--- config.mk ---
export PLATFORM = sky130hd
export DESIGN_NAME = tile_fill_coalescer
export DESIGN_NICKNAME = d
export VERILOG_FILES = /design/src/rtl/tile_fill_coalescer.sv
export SDC_FILE = /design/constraint.sdc
export NUM_CORES = 1
export LEC_CHECK = 0
export BUFFER_PORTS_ARGS = -buffer_cell sky130_fd_sc_hd__buf_2
export CAP_MARGIN = 10
export CORE_MARGIN = 2
export CORE_UTILIZATION = 60
export DETAILED_ROUTE_END_ITERATION = 16
export GPL_TIMING_DRIVEN = 0
export PLACE_DENSITY = 0.87
export REMOVE_ABC_BUFFERS = 1
export SLEW_MARGIN = 10
export SYNTH_ARGS = -nofsm -noshare
export SYNTH_HDL_FRONTEND = slang
export SYNTH_SLANG_ARGS = --single-unit
--- constraint.sdc ---
create_clock -name clk -period 15.7 [get_ports clk]
set_input_delay 2.355 -clock clk [delete_from_list [all_inputs] [get_ports clk]]
set_output_delay 2.355 -clock clk [all_outputs]
set_load 0.01 [all_outputs]
--- src/rtl/tile_fill_coalescer.sv ---
module tile_fill_coalescer #(
  parameter int AW   = 20,
  parameter int CW   = 14,
  parameter int COLW = 64
) (
  input  logic            clk,
  input  logic            rst_n,
  input  logic            start,
  input  logic [CW-1:0]   rect_x,
  input  logic [CW-1:0]   rect_y,
  input  logic [CW-1:0]   rect_w,
  input  logic [CW-1:0]   rect_h,
  input  logic [AW:0]     buf_size,
  input  logic [AW-10:0]  tiles_per_row,
  input  logic [1:0]      pix_sel,
  input  logic [COLW-1:0] color,
  output logic            busy,
  output logic            done,
  output logic            burst_valid,
  input  logic            burst_ready,
  output logic [AW-1:0]   burst_addr,
  output logic [12:0]     burst_len,
  output logic [COLW-1:0] burst_color
);
  localparam int TCW = AW - 9;
  localparam int TRW = AW - 12;
  localparam int NW  = 2 * CW;

  typedef enum logic [1:0] {S_IDLE, S_SCAN, S_FLUSH, S_DONE} st_t;
  st_t st;

  logic [CW-1:0]   rx_r, ry_r, rw_r, rh_r;
  logic [AW:0]     size_r;
  logic [TCW-1:0]  tpr_r, tcol;
  logic [TRW-1:0]  trow;
  logic [1:0]      sel_r;
  logic [COLW-1:0] col_r;
  logic [AW:0]     pos;
  logic [AW-1:0]   run_start;
  logic [12:0]     run_cnt;
  logic [NW-1:0]   emitted;

  logic [3:0]      psz;
  logic [AW:0]     pos_nxt;
  logic [AW-1:0]   px, py, dx, dy;
  logic            hit, last, emit, finish, step, tile_wrap;
  logic [12:0]     cnt_new, cap;
  logic [AW-1:0]   start_new;
  logic [NW-1:0]   area, total_new;

  assign psz       = 4'd1 << sel_r;
  assign pos_nxt   = pos + (AW+1)'(psz);
  assign px        = {tcol, pos[8:0]} >> sel_r;
  assign py        = AW'({trow, pos[11:9]});
  assign dx        = px - AW'(rx_r);
  assign dy        = py - AW'(ry_r);
  assign hit       = (px >= AW'(rx_r)) && (dx < AW'(rw_r)) &&
                     (py >= AW'(ry_r)) && (dy < AW'(rh_r));
  assign cnt_new   = hit ? run_cnt + 13'd1 : run_cnt;
  assign start_new = (hit && run_cnt == 13'd0) ? pos[AW-1:0] : run_start;
  assign cap       = 13'd4096 >> sel_r;
  assign last      = pos_nxt >= size_r;
  assign emit      = (cnt_new != 13'd0) && (cnt_new == cap || !hit || last);
  assign area      = NW'(rw_r) * NW'(rh_r);
  assign total_new = emitted + (emit ? NW'(cnt_new) : '0);
  assign finish    = last || (emit && total_new == area);
  assign step      = (st == S_SCAN) && (!burst_valid || burst_ready);
  assign tile_wrap = pos_nxt[AW:12] != pos[AW:12];

  assign busy = (st == S_SCAN) || (st == S_FLUSH);
  assign done = (st == S_DONE);

  always_ff @(posedge clk) begin
    if (!rst_n) begin
      st <= S_IDLE;
      rx_r <= '0; ry_r <= '0; rw_r <= '0; rh_r <= '0;
      size_r <= '0; tpr_r <= '0; sel_r <= '0; col_r <= '0;
      pos <= '0; tcol <= '0; trow <= '0;
      run_start <= '0; run_cnt <= '0; emitted <= '0;
      burst_valid <= 1'b0; burst_addr <= '0; burst_len <= '0; burst_color <= '0;
    end else begin
      if (burst_valid && burst_ready) burst_valid <= 1'b0;
      case (st)
        S_IDLE, S_DONE: if (start) begin
          rx_r <= rect_x; ry_r <= rect_y; rw_r <= rect_w; rh_r <= rect_h;
          size_r <= buf_size; tpr_r <= tiles_per_row; sel_r <= pix_sel;
          col_r <= color;
          pos <= '0; tcol <= '0; trow <= '0;
          run_start <= '0; run_cnt <= '0; emitted <= '0;
          st <= (rect_w == '0 || rect_h == '0 || buf_size == '0) ? S_DONE : S_SCAN;
        end
        S_SCAN: if (step) begin
          pos       <= pos_nxt;
          run_start <= start_new;
          run_cnt   <= emit ? 13'd0 : cnt_new;
          emitted   <= total_new;
          if (tile_wrap) begin
            if (tcol == tpr_r - TCW'(1)) begin
              tcol <= '0;
              trow <= trow + TRW'(1);
            end else begin
              tcol <= tcol + TCW'(1);
            end
          end
          if (emit) begin
            burst_valid <= 1'b1;
            burst_addr  <= start_new;
            burst_len   <= cnt_new << sel_r;
            burst_color <= col_r;
          end
          if (finish) st <= emit ? S_FLUSH : S_DONE;
        end
        S_FLUSH: if (burst_ready) st <= S_DONE;
        default: st <= S_IDLE;
      endcase
    end
  end

  AST_LEN_CAP: assert property (@(posedge clk) disable iff (!rst_n)
    burst_valid |-> (burst_len != 13'd0 && burst_len <= 13'd4096));
  AST_ALIGNED: assert property (@(posedge clk) disable iff (!rst_n)
    burst_valid |-> ((burst_addr & AW'(psz - 4'd1)) == '0));
  AST_IN_BUFFER: assert property (@(posedge clk) disable iff (!rst_n)
    burst_valid |-> (({1'b0, burst_addr} + (AW+1)'(burst_len)) <= size_r));
  AST_STALL_HOLD: assert property (@(posedge clk) disable iff (!rst_n)
    (burst_valid && !burst_ready) |=> (burst_valid && $stable(burst_addr) &&
                                      $stable(burst_len) && $stable(burst_color)));
  AST_SCAN_PAUSE: assert property (@(posedge clk) disable iff (!rst_n)
    (st == S_SCAN && burst_valid && !burst_ready) |=> $stable(pos));
  AST_DONE_QUIET: assert property (@(posedge clk) disable iff (!rst_n)
    done |-> !burst_valid);
endmodule

==> flow_summary_export.csv <==
group,metric,value,unit
status,status,"finished, final reports clean",
hold_path,hold_start,"burst_color[28]$_SDFFE_PN0P_",
critical_path,regToRegSetupSlack,4280,ps
yosys,syn_avg_cell_area,7.95,um2
yosys,synthArstFlopShare,0,%
cells_and_area,fin_nets,3898,
clock_tree,cts.clk_slew.worst_paths,60,ps
sta,max_clock_freq,87.5,MHz
global_route,grt.total_usage,31.7,%
power_and_ir_drop,power,0.00358,W
hold_path,worstHoldPathCells,2,
routing,wire_per_inst,17.8,um
power_and_ir_drop,leakage,12.2,nW
sta,finalSetupViolCount,0,
power_and_ir_drop,comb_power_share,43.8,%
routing,dr.pass1.iters,6,
clock_tree,cts_root_buf,"clkbuf_16",
die,boundaryPins,258,
global_route,antenna_found_initial,9,
power_and_ir_drop,switchingPower,0.00146,W
die,die_area,45100,um2
place,place_hpwl,51600,um
routing,drc,0,
hold_path,min_to,"burst_color[28]$_SDFFE_PN0P_",
yosys,synth_top_area_share,27.3,%
yosys,synth_seq_area_share,27.3,%
power_and_ir_drop,swShare,40.9,%
clock_tree,cts_buffers,40,
sta,worst_pin_slew,1190,ps
routing,via_per_inst,5.90,
critical_path,crit_path_end_kind,"flop",
yosys,yosysTopAreaCell,"dfxtp_1",
clock_tree,clk_latency,590,ps
sta,finalClockSkew,28.7,ps
yosys,synth_area_leaders,"dfxtp_1 27%, fa_1 11%, ha_1 9.1%",
routing,wl,71600,um
yosys,syn_area,26000,um2
place,gp_congestion,0.940,
die,start_util,60.5,%
die,core,43000,um2
routing,routed-via-count,23800,
power_and_ir_drop,pwr-share-clk,26.5,%
clock_tree,cts.sinks,355,
sta,period_share,72.8,%
cells_and_area,nFillCells,3406,
place,port_buffers,257,
cells_and_area,drive_gt1_share,12.1,%
sta,period_needed,11420,ps
yosys,synthFlopType,"dfxtp_1",
critical_path,reg2reg_from,"sel_r[0]$_SDFFE_PN0P_",
power_and_ir_drop,pwr-share-seq,29.8,%
clock_tree,cts_tree,"built",
cells_and_area,area.growth.synth_to_final,11.7,%
yosys,yosysWarnings,0,
critical_path,required,16140,ps
global_route,grt_pass1_vias,22900,
global_route,grt_max_degree,138,
power_and_ir_drop,peakVddDrop,91.6,uV
global_route,overflow,0,
flow_run,maxCapViolCount,0,
yosys,synth_edf_count,0,
clock_tree,clock_path_buffers,3,
die,rows,76,
critical_path,cp-start-kind,"flop",
routing,ant_nets,0,
die,fp.dieH,212,um
power_and_ir_drop,power_density,123,nW/um2
global_route,grt_pass1_wl,115000,um
sta,drv_slew,0,
clock_tree,hold_buffers,0,
die,die_w,212,um
power_and_ir_drop,p_int,0.00212,W
clock_tree,ctsHtreeMaxLevel,2,
hold_path,hold_path_class,"flop to flop",
sta,setup_tns,0,ps
critical_path,crit_fanout,26,
critical_path,critPathKind,"flop to flop",
critical_path,cp_slowest_cell,"nor4b_4",
critical_path,cpPeakStageDelay,790,ps
sta,relSlewSlack,19.6,%
yosys,synth_cell_types,86,
clock_tree,cts_setup_buffers,0,
clock_tree,cts_resized,0,
routing,drt-initial-drc-count,1986,
critical_path,arrival,11870,ps
sta,hold_viol,0,
sta,grt_setup_unrepaired,"false",
critical_path,worstReg2RegEnd,"st[1]$_SDFFE_PN0P_",
critical_path,r2r_cells,39,
yosys,synth_cells,3273,
yosys,synth_seq_cells,355,
-- sequential cells by signal, summed over array words and instances (netlist names) --
| name | flops |
|---|---|
| burst_color | 64 |
| col_r | 64 |
| emitted | 28 |
| pos | 21 |
| size_r | 21 |
| burst_addr | 20 |
| run_start | 20 |
| rh_r | 14 |
| rw_r | 14 |
| rx_r | 14 |
| ry_r | 14 |
| burst_len | 13 |
| run_cnt | 13 |
| tcol | 11 |
| tpr_r | 11 |
| trow | 8 |
| sel_r | 2 |
| st | 2 |
| burst_valid | 1 |
-- worst max-delay path: cells and delay by family (launching register included) --
family	cells	cell delay [ps]
simple gates	15	4300
compound gates	11	2820
fa+ha+maj	5	1490
mux	3	1110
flops	1	650
xor+xnor	2	500
buf+inv	3	420
-- power groups by stage --
stage	clock network (W)	registers, W	logic [W]
after CTS	0.000957	0.00106	0.00154
after floorplan	0	0.00106	0.00109
after global placement	0	0.00109	0.00145
final	0.000947	0.00107	0.00157
after global routing	0.000999	0.00107	0.00173
after detailed placement	0	0.00108	0.00153
-- cell usage after synthesis, types with 10 or more instances --
cell type	n
a21o_1	24
ha_1	189
o21bai_1	13
clkbuf_1	132
nor3_1	62
nor4_1	19
nor2b_1	15
a211oi_2	18
inv_1	270
fa_1	145
nand4_1	28
o21ai_0	94
nor2_1	381
buf_2	11
xor2_1	55
o21a_1	15
and2_1	36
and3_1	18
mux4_2	16
o211ai_1	13
mux2i_1	44
buf_1	35
o21ai_1	37
a211oi_1	26
xnor2_1	116
a21oi_1	263
nand3_1	132
nand2_1	511
a22oi_1	42
nand2b_1	10
dfxtp_1	355
-- cells in the final DEF (no fill, tap or decap), types with 40 or more instances in the layout --
| cell type | count |
|---|---|
| clkbuf_16 | 40 |
| fa_1 | 145 |
| nor2_1 | 379 |
| xor2_1 | 55 |
| inv_1 | 270 |
| xnor2_1 | 116 |
| o21ai_0 | 93 |
| nand2_1 | 510 |
| a22oi_1 | 42 |
| mux2i_1 | 44 |
| nand3_1 | 132 |
| buf_2 | 256 |
| dfxtp_1 | 353 |
| ha_1 | 188 |
| nor3_1 | 62 |
| a21oi_1 | 263 |
-- final cells by class --
cell class	count	area, um2	share of cell area, %
well taps	585	732	2.52
repair buffers	283	1730	5.96
clock buffers	54	1120	3.86
inverters	273	1030	3.55
multi-input cells	2453	17100	58.9
clock inverters	18	218	0.749
diodes	2	5.00	0.0172
flip-flops and latches	355	7110	24.4
-- worst max path at each step --
stage | startpoint | end | slack, ps | cells past startpoint
CTS | sel_r[0]$_SDFFE_PN0P_ | st[1]$_SDFFE_PN0P_ | 4520 | 39
global route | sel_r[0]$_SDFFE_PN0P_ | st[1]$_SDFFE_PN0P_ | 3660 | 39
detailed placement | sel_r[0]$_SDFFE_PN0P_ | st[1]$_SDFFE_PN0P_ | 4560 | 39
global placement | sel_r[0]$_SDFFE_PN0P_ | burst_len[0]$_SDFFE_PN0P_ | 170 | 24
floorplan | sel_r[0]$_SDFFE_PN0P_ | burst_color[10]$_SDFFE_PN0P_ | 3910 | 23
finish | sel_r[0]$_SDFFE_PN0P_ | st[1]$_SDFFE_PN0P_ | 4280 | 39
-- kinds of logic (layout without fill, tap and decap cells) --
logic type	count (synthesis)	count (layout)	synth area share, %
adders and majority gates	336	336	20.3
muxes	65	65	3.29
xor gates and xnor gates	174	174	6.01
other	0	2	0
and+or+nand+nor	1256	1256	21.1
AOI/OAI and AO/OA	622	622	14.9
buffers and inverters	465	628	7.09
DFF	355	355	27.3
-- through the flow --
stage | hold WS [ps] | instances | utilization [%] | setup WS (ps) | cell area [um2]
5_1_grt | 471 | 4023 | 67.7 | 3660 | 29100
2_1_floorplan | 436 | 3081 | - | 3910 | 25200
6_report | 445 | 4023 | 67.7 | 4280 | 29100
3_3_place_gp | 434 | 3923 | 63.3 | 169 | 27200
4_1_cts | 448 | 4021 | 67.6 | 4520 | 29100
3_5_place_dp | 438 | 3949 | 64.5 | 4560 | 27700
-- layer usage --
layer  track usage [%]  wire length (um)
met2              52.8             33800
met1              38.2             27700
met5                 0                92
met4              16.9              3820
met3              7.10              6220
No activity file was read; power rests on OpenSTA's default activity.
